**src/rtl/zd_pkg.sv**
```systemverilog
package zd_pkg;

    // Classification of the current cycle as seen by the run counter.
    typedef enum logic [1:0] {
        FR_IDLE   = 2'd0,   // no strobe this cycle
        FR_SILENT = 2'd1,   // strobed frame, every channel zero
        FR_ACTIVE = 2'd2    // strobed frame, some channel nonzero
    } frame_kind_e;

endpackage

```
**src/rtl/zd_chan_zero.sv**
```systemverilog
module zd_chan_zero #(
    parameter int SAMPLE_W = 24,
    parameter int NUM_CH   = 2
) (
    input  logic [NUM_CH-1:0][SAMPLE_W-1:0] samples,
    output logic                            all_zero
);

    logic [NUM_CH-1:0] ch_zero;

    // One full-width zero compare per channel.
    for (genvar c = 0; c < NUM_CH; c++) begin : g_ch
        assign ch_zero[c] = (samples[c] == '0);
    end

    assign all_zero = &ch_zero;

endmodule

```
**src/rtl/zd_frame_class.sv**
```systemverilog
module zd_frame_class
    import zd_pkg::*;
(
    input  logic        strobe,
    input  logic        all_zero,
    output frame_kind_e kind
);

    always_comb begin
        if (!strobe) begin
            kind = FR_IDLE;
        end else if (all_zero) begin
            kind = FR_SILENT;
        end else begin
            kind = FR_ACTIVE;
        end
    end

endmodule

```
**src/rtl/zd_run_counter.sv**
```systemverilog
module zd_run_counter
    import zd_pkg::*;
#(
    parameter int RUN_LEN = 1024
) (
    input  logic        clk,
    input  logic        rst_n,
    input  frame_kind_e kind,
    output logic        flag
);

    localparam int CNT_W = $clog2(RUN_LEN + 1);
    localparam logic [CNT_W-1:0] LIMIT    = CNT_W'(RUN_LEN);
    localparam logic [CNT_W-1:0] LIMIT_M1 = CNT_W'(RUN_LEN - 1);

    typedef struct packed {
        logic [CNT_W-1:0] count;
        logic             flag;
    } run_state_t;

    run_state_t st_d, st_q;

    always_comb begin
        st_d = st_q;
        unique case (kind)
            FR_SILENT: begin
                if (st_q.count != LIMIT) begin
                    st_d.count = st_q.count + 1'b1;
                end
                st_d.flag = (st_q.count >= LIMIT_M1);
            end
            FR_ACTIVE: begin
                st_d.count = '0;
                st_d.flag  = 1'b0;
            end
            default: begin
                st_d = st_q;
            end
        endcase
    end

    always_ff @(posedge clk or negedge rst_n) begin
        if (!rst_n) begin
            st_q <= '0;
        end else begin
            st_q <= st_d;
        end
    end

    assign flag = st_q.flag;

endmodule

```
**src/rtl/zero_input_detect.sv**
```systemverilog
module zero_input_detect
    import zd_pkg::*;
#(
    parameter int SAMPLE_W = 24,
    parameter int RUN_LEN  = 1024
) (
    input  logic                clk,
    input  logic                rst_n,
    input  logic                frame_valid,
    input  logic [SAMPLE_W-1:0] left_sample,
    input  logic [SAMPLE_W-1:0] right_sample,
    output logic                silence_flag
);

    localparam int NUM_CH = 2;

    logic [NUM_CH-1:0][SAMPLE_W-1:0] ch_samples;
    logic                            both_zero;
    frame_kind_e                     kind;

    assign ch_samples[0] = left_sample;
    assign ch_samples[1] = right_sample;

    zd_chan_zero #(
        .SAMPLE_W (SAMPLE_W),
        .NUM_CH   (NUM_CH)
    ) u_zero (
        .samples  (ch_samples),
        .all_zero (both_zero)
    );

    zd_frame_class u_class (
        .strobe   (frame_valid),
        .all_zero (both_zero),
        .kind     (kind)
    );

    zd_run_counter #(
        .RUN_LEN (RUN_LEN)
    ) u_run (
        .clk   (clk),
        .rst_n (rst_n),
        .kind  (kind),
        .flag  (silence_flag)
    );

endmodule

```
**config.mk**
```make
export PLATFORM = sky130hd
export DESIGN_NAME = zero_input_detect
export DESIGN_NICKNAME = d
export VERILOG_FILES = /design/src/rtl/zd_pkg.sv /design/src/rtl/zd_chan_zero.sv /design/src/rtl/zd_frame_class.sv /design/src/rtl/zd_run_counter.sv /design/src/rtl/zero_input_detect.sv
export SDC_FILE = /design/constraint.sdc
export NUM_CORES = 1
export LEC_CHECK = 0
export CAP_MARGIN = 20
export CORE_UTILIZATION = 35
export CTS_CLUSTER_DIAMETER = 50
export CTS_CLUSTER_SIZE = 16
export DETAILED_ROUTE_END_ITERATION = 8
export PLACE_DENSITY = 0.71
export SLEW_MARGIN = 10
export SYNTH_ARGS = -nofsm -noshare
export SYNTH_HDL_FRONTEND = slang
export SYNTH_SLANG_ARGS = --single-unit
export TNS_END_PERCENT = 20
```
**constraint.sdc**
```tcl
create_clock -name clk -period 3.83 [get_ports clk]
set_clock_uncertainty 0.05 [all_clocks]
set_input_delay 0.766 -clock clk [delete_from_list [all_inputs] [get_ports clk]]
set_output_delay 0.766 -clock clk [all_outputs]
set_load 0.03 [all_outputs]
```
; After elaboration in Yosys (flattened, before gate mapping)
; Cells that the tools add are included.
[word_totals]
register_bits = 12
latch_bits = 0
ram_bits = 0
mem_bits_ro = 0
out_inout_bits = 1
word_cells = 17
n_memories = 0
[op_classes]
n_addsub = 1
mul = 0
n_div = 0
magnitude_cmp = 1
n_eq_ne = 4
shift = 0
mux = 4
bitwise = 0
reduce_logical = 5
[ops]
columns = cell, n
row1 = 24-bit zero test, 2
row2 = 12-bit case mux with 2 select lines, 1
row3 = "11-bit by 1-bit adder with 11-bit output, second input constant", 1
row4 = "11-bit by 10-bit >= comparator with 1-bit output, second input constant", 1
row5 = 11-bit two-way mux, 1
row6 = "11-bit inequality test, second input constant", 1
row7 = 2-bit two-way mux, 2
row8 = 2-bit AND reduction, 2
row9 = "2-bit by 1-bit == test with 1-bit output, second input constant", 1
row10 = "2-bit == test, second input constant", 1
row11 = "2-bit by 1-bit inequality test with 1-bit output, second input constant", 1
row12 = 2-bit nonzero test, 1

; Logic depth before layout (Yosys ltp)
[depth]
depth_word = 7
ltp_mapped = 5
ltp_nobuf = 5

; Cells and area by module
; From an unflattened synthesis, not the netlist that was laid out.
[hier_totals]
hier_cells = 94
hier_area_um2 = 853.3
[modules_own_cells]
columns = module, n_inst, cells_per_inst, area_each_um2
row1 = zd_run_counter, 1, 76, 726.9
row2 = zd_chan_zero, 1, 16, 110.1
row3 = zd_frame_class, 1, 2, 16.3

; Worst setup path after synthesis
; No wires, ideal clock.
[synth_timing]
path_kind = input to register
from = input left_sample[10]
to = register u_run.st_q[3] (netlist name)
t_arrival_ns = 1.749
t_required_ns = 3.676
setup_slack_ns = 1.927
stages = 5
n_path_buf = 1
path_cell_list = nor4_1 -> and4_1 -> buf_6 -> nand3_4 -> o41ai_2
[synth_via]
elab_chain_len = 7
elab_cells_between_ends = 10
classes_between = 3 x eq/ne / 3 x mux / 4 x reduce/logical
[synth_lines]
columns = item, line
row1 = from (decl), zero_input_detect.sv:10  ; input logic [SAMPLE_W-1:0] left_sample,
row2 = 24-bit zero test *, zd_chan_zero.sv:13  ; assign ch_zero[c] = (samples[c] == '0);
row3 = 2-bit AND reduction *, zd_chan_zero.sv:16  ; assign all_zero = &ch_zero;
row4 = 2-bit two-way mux *, zd_frame_class.sv:12  ; end else if (all_zero) begin
row5 = 2-bit two-way mux *, zd_frame_class.sv:10  ; if (!strobe) begin
row6 = 2-bit by 1-bit == test with 1-bit output or 2-bit == test (tied branches), zd_run_counter.sv:25  ; unique case (kind)
row7 = 2-bit by 1-bit inequality test with 1-bit output (no line) or 2-bit nonzero test (tied branches), n/a
row8 = 2-bit AND reduction (no line), n/a
row9 = to (signal assigned), zd_run_counter.sv:46  ; st_q <= st_d;
row10 = to (decl), zd_run_counter.sv:21  ; run_state_t st_d, st_q;
; Every way passes the cells marked *; elsewhere a longest branch is shown, timed or not.
; A chain may end at the register's enable or synchronous reset.

; Worst setup path after layout
; Ends and elaborated chain as after synthesis.

==> metrics.csv <==
metric,value,unit
grt_max_degree,16,
seq_area_frac_synth,31.6,%
hold_viol_final,0,
syn_nets,157,
initial_core_util,37.6,%
whs_path_depth,2,
synth_largest_area_cell,dfrtp_1,
switchingPower,0.0585,mW
grt_pass1_vias,1099,
fin_cells,182,
rsz0062_at_grt,no,
drt_pass1_iterations,4,
grt_pass1_wl,4490,um
reg2reg_to,u_run.st_q[1],
final.min_clock_period,2410,ps
fill_cells,226,
grt_usage,21.6,%
wl_per_cell,15.3,um
p_per_area,183,mW/mm2
r2r_slack,2170,ps
seqPwrFrac,47.1,%
sw_frac_of_total,21.7,%
cts_htree_levels,1,
ys.flop_type,dfrtp_1,
synth_most_common_cell,nor4_1,
min_period_over_period,62.9,%
syn_to_final_growth,55.5,%
clkLatencyLatePin,270,ps
fp.coreArea,0.00252,mm2
cap_violations,0,
outcome,finished clean,
final_max_slew_viol_count,0,
grt_antenna_before_repair,0,
reg2reg_depth,4,
fp.dieW,54.1,um
io-pin-count,52,
finalSetupTns,0,ps
clock_path_buffers,2,
drt-initial-drc-count,33,
cts_setup_buffers,0,
postSynthAreaPerCell,9.13,um2
rows,18,
p_leak,0.523,nW
die_area,0.00293,mm2
drc,0,
synth_cell_type_count,34,
synth_edf_count,0,
holdPathEnd,u_run.flag,
hold_buffers,0,
clock-root-buffer,clkbuf_4,
cts_sinks,12,
netlist_area,950,um2
antenna_left,0,
worstHoldStart,u_run.flag,
clkPwrFrac,28.9,%
dp_cells,179,
vdd_drop_max,0.106,mV
start_kind,input port,
tightest_slew,556,ps
synth_top_area_share,31.6,%
fmaxAchievable,0.415,GHz
max_stage_delay,510,ps
power.internal,0.212,mW
vias,1107,
die_y,54.1,um
synth-seq-cells,12,
worstPathCellList,"clkdlybuf4s50_1, nor4_1, and4_1, nand3_4, o41ai_2",
synth_common_cells,"18 x nor4_1, 12 x dfrtp_1, 7 x inv_1",
syn_inst,104,
antenna_cells,0,
layout-drive-gt1-share,6.58,%
overflow,0,
finalSetupViolCount,0,
clk_pin_slew_worst_paths,70,ps
critPathCaptureType,register,
via_per_inst,6.08,
cts_tree,done,
crit_path_max_fanout,10,
place.port_buffers,51,
cp_data_required_time,3960,ps
path_buf_inv,1,
cts_buffers,3,
power_frac_comb,24.0,%
hold_path_class,register to register,
yosys-top-cells-area,"dfrtp_1 32%, nor4_1 12%, o41ai_2 5.1%",
dp_hpwl,2240,um
drt_wl_total,2780,um
cp.arrival,2540,ps
ys_async_sr_fraction,100,%
ys_warn_count,0,
reg2reg_from,u_run.st_q[5],
gp_congestion,0.818,
max_slew_margin,62.8,%
crit_path_top_delay_cell,and4_1,
cts_resized,0,
cp_top_family,simple AND/OR/NAND/NOR gates,
final_nets,207,
setup.worst_path.class,input port to register,
-- layout make-up --
type,instances,area (um2),area share [%]
Clock buffer,3,22.5,1.53
Inverter,8,30.0,2.03
Multi-Input combinational cell,78,576,39.0
Sequential cell,12,300,20.3
Tap cell,30,37.5,2.54
Timing Repair Buffer,51,510,34.6
-- cells in the final DEF (no fill, tap or decap) --
cell type        instances
a211oi_1                 1
a21oi_1                  1
a31oi_1                  2
a41oi_1                  5
and2_1                   2
and3_1                   2
and4_1                   4
clkbuf_4                 3
clkdlybuf4s50_1         51
dfrtp_1                 12
ha_1                     2
inv_1                    7
inv_2                    1
mux2i_1                  1
nand2_1                  3
nand2b_1                 2
nand3_1                  6
nand3_2                  1
nand3_4                  1
nand4_1                  3
nor2_1                   1
nor2b_1                  4
nor4_1                  18
nor4_2                   1
o2111ai_1                4
o21ai_0                  1
o21ai_1                  3
o22ai_1                  3
o2bb2ai_1                1
o31a_1                   2
o32ai_1                  1
o41ai_2                  3
-- kinds of logic (layout without fill, tap and decap cells) --
group | after synthesis | after routing | synth area share [%]
mux | 1 | 1 | 1.05
simple gates | 48 | 48 | 33.1
buf+inv | 14 | 62 | 7.77
fa+ha+maj | 2 | 2 | 2.63
flops | 12 | 12 | 31.6
compound gates | 27 | 27 | 23.8
-- through the flow --
step	setup slack (ps)	utilization [%]	total power, mW	hold slack [ps]	instance area, um2
global route	1320	58.5	0.282	538	1480
floorplan	1930	-	0.138	420	950
CTS	1440	58.5	0.273	521	1480
detailed placement	1160	57.6	0.195	509	1450
finish	1420	58.5	0.270	521	1480
global placement	1210	57.6	0.194	512	1450
-- power groups by stage --
stage / registers, mW / logic, mW / clock network [mW]
2_1_floorplan: 0.131 / 0.00724 / 0
3_3_place_gp: 0.130 / 0.0643 / 0
3_5_place_dp: 0.130 / 0.0654 / 0
4_1_cts: 0.127 / 0.0656 / 0.0797
5_1_grt: 0.127 / 0.0691 / 0.0860
6_report: 0.127 / 0.0649 / 0.0779
-- state kept, by name, indices dropped and copies added, names as in the netlist --
| register | flops |
|---|---|
| u_run.st_q | 11 |
| u_run.flag | 1 |
-- worst max-delay path by stage --
stage | startpoint | end | cells past startpoint
floorplan | left_sample[10] | u_run.st_q[3] | 5
global placement | right_sample[18] | u_run.st_q[3] | 5
detailed placement | left_sample[10] | u_run.st_q[3] | 5
CTS | left_sample[10] | u_run.st_q[3] | 5
global route | left_sample[10] | u_run.st_q[3] | 5
finish | left_sample[10] | u_run.st_q[3] | 5
-- layer usage --
metal / track usage, % / wire length [um] / part of all wire, % / up-vias
li1: - / - / - / 527
met2: 39.7 / 1420 / 51 / 69
met3: 4.24 / 271 / 9.8 / 4
met4: 11.1 / 48 / 1.7 / 0
met1: 23.0 / 1040 / 37 / 507
met5: 0 / 0 / 0 / -
-- worst min-delay path, delay by kind of cell, from the launching register on --
family	cells	cell delay, ps
compound gates	2	180
flops	1	350
(Power assumes the default switching activity.)
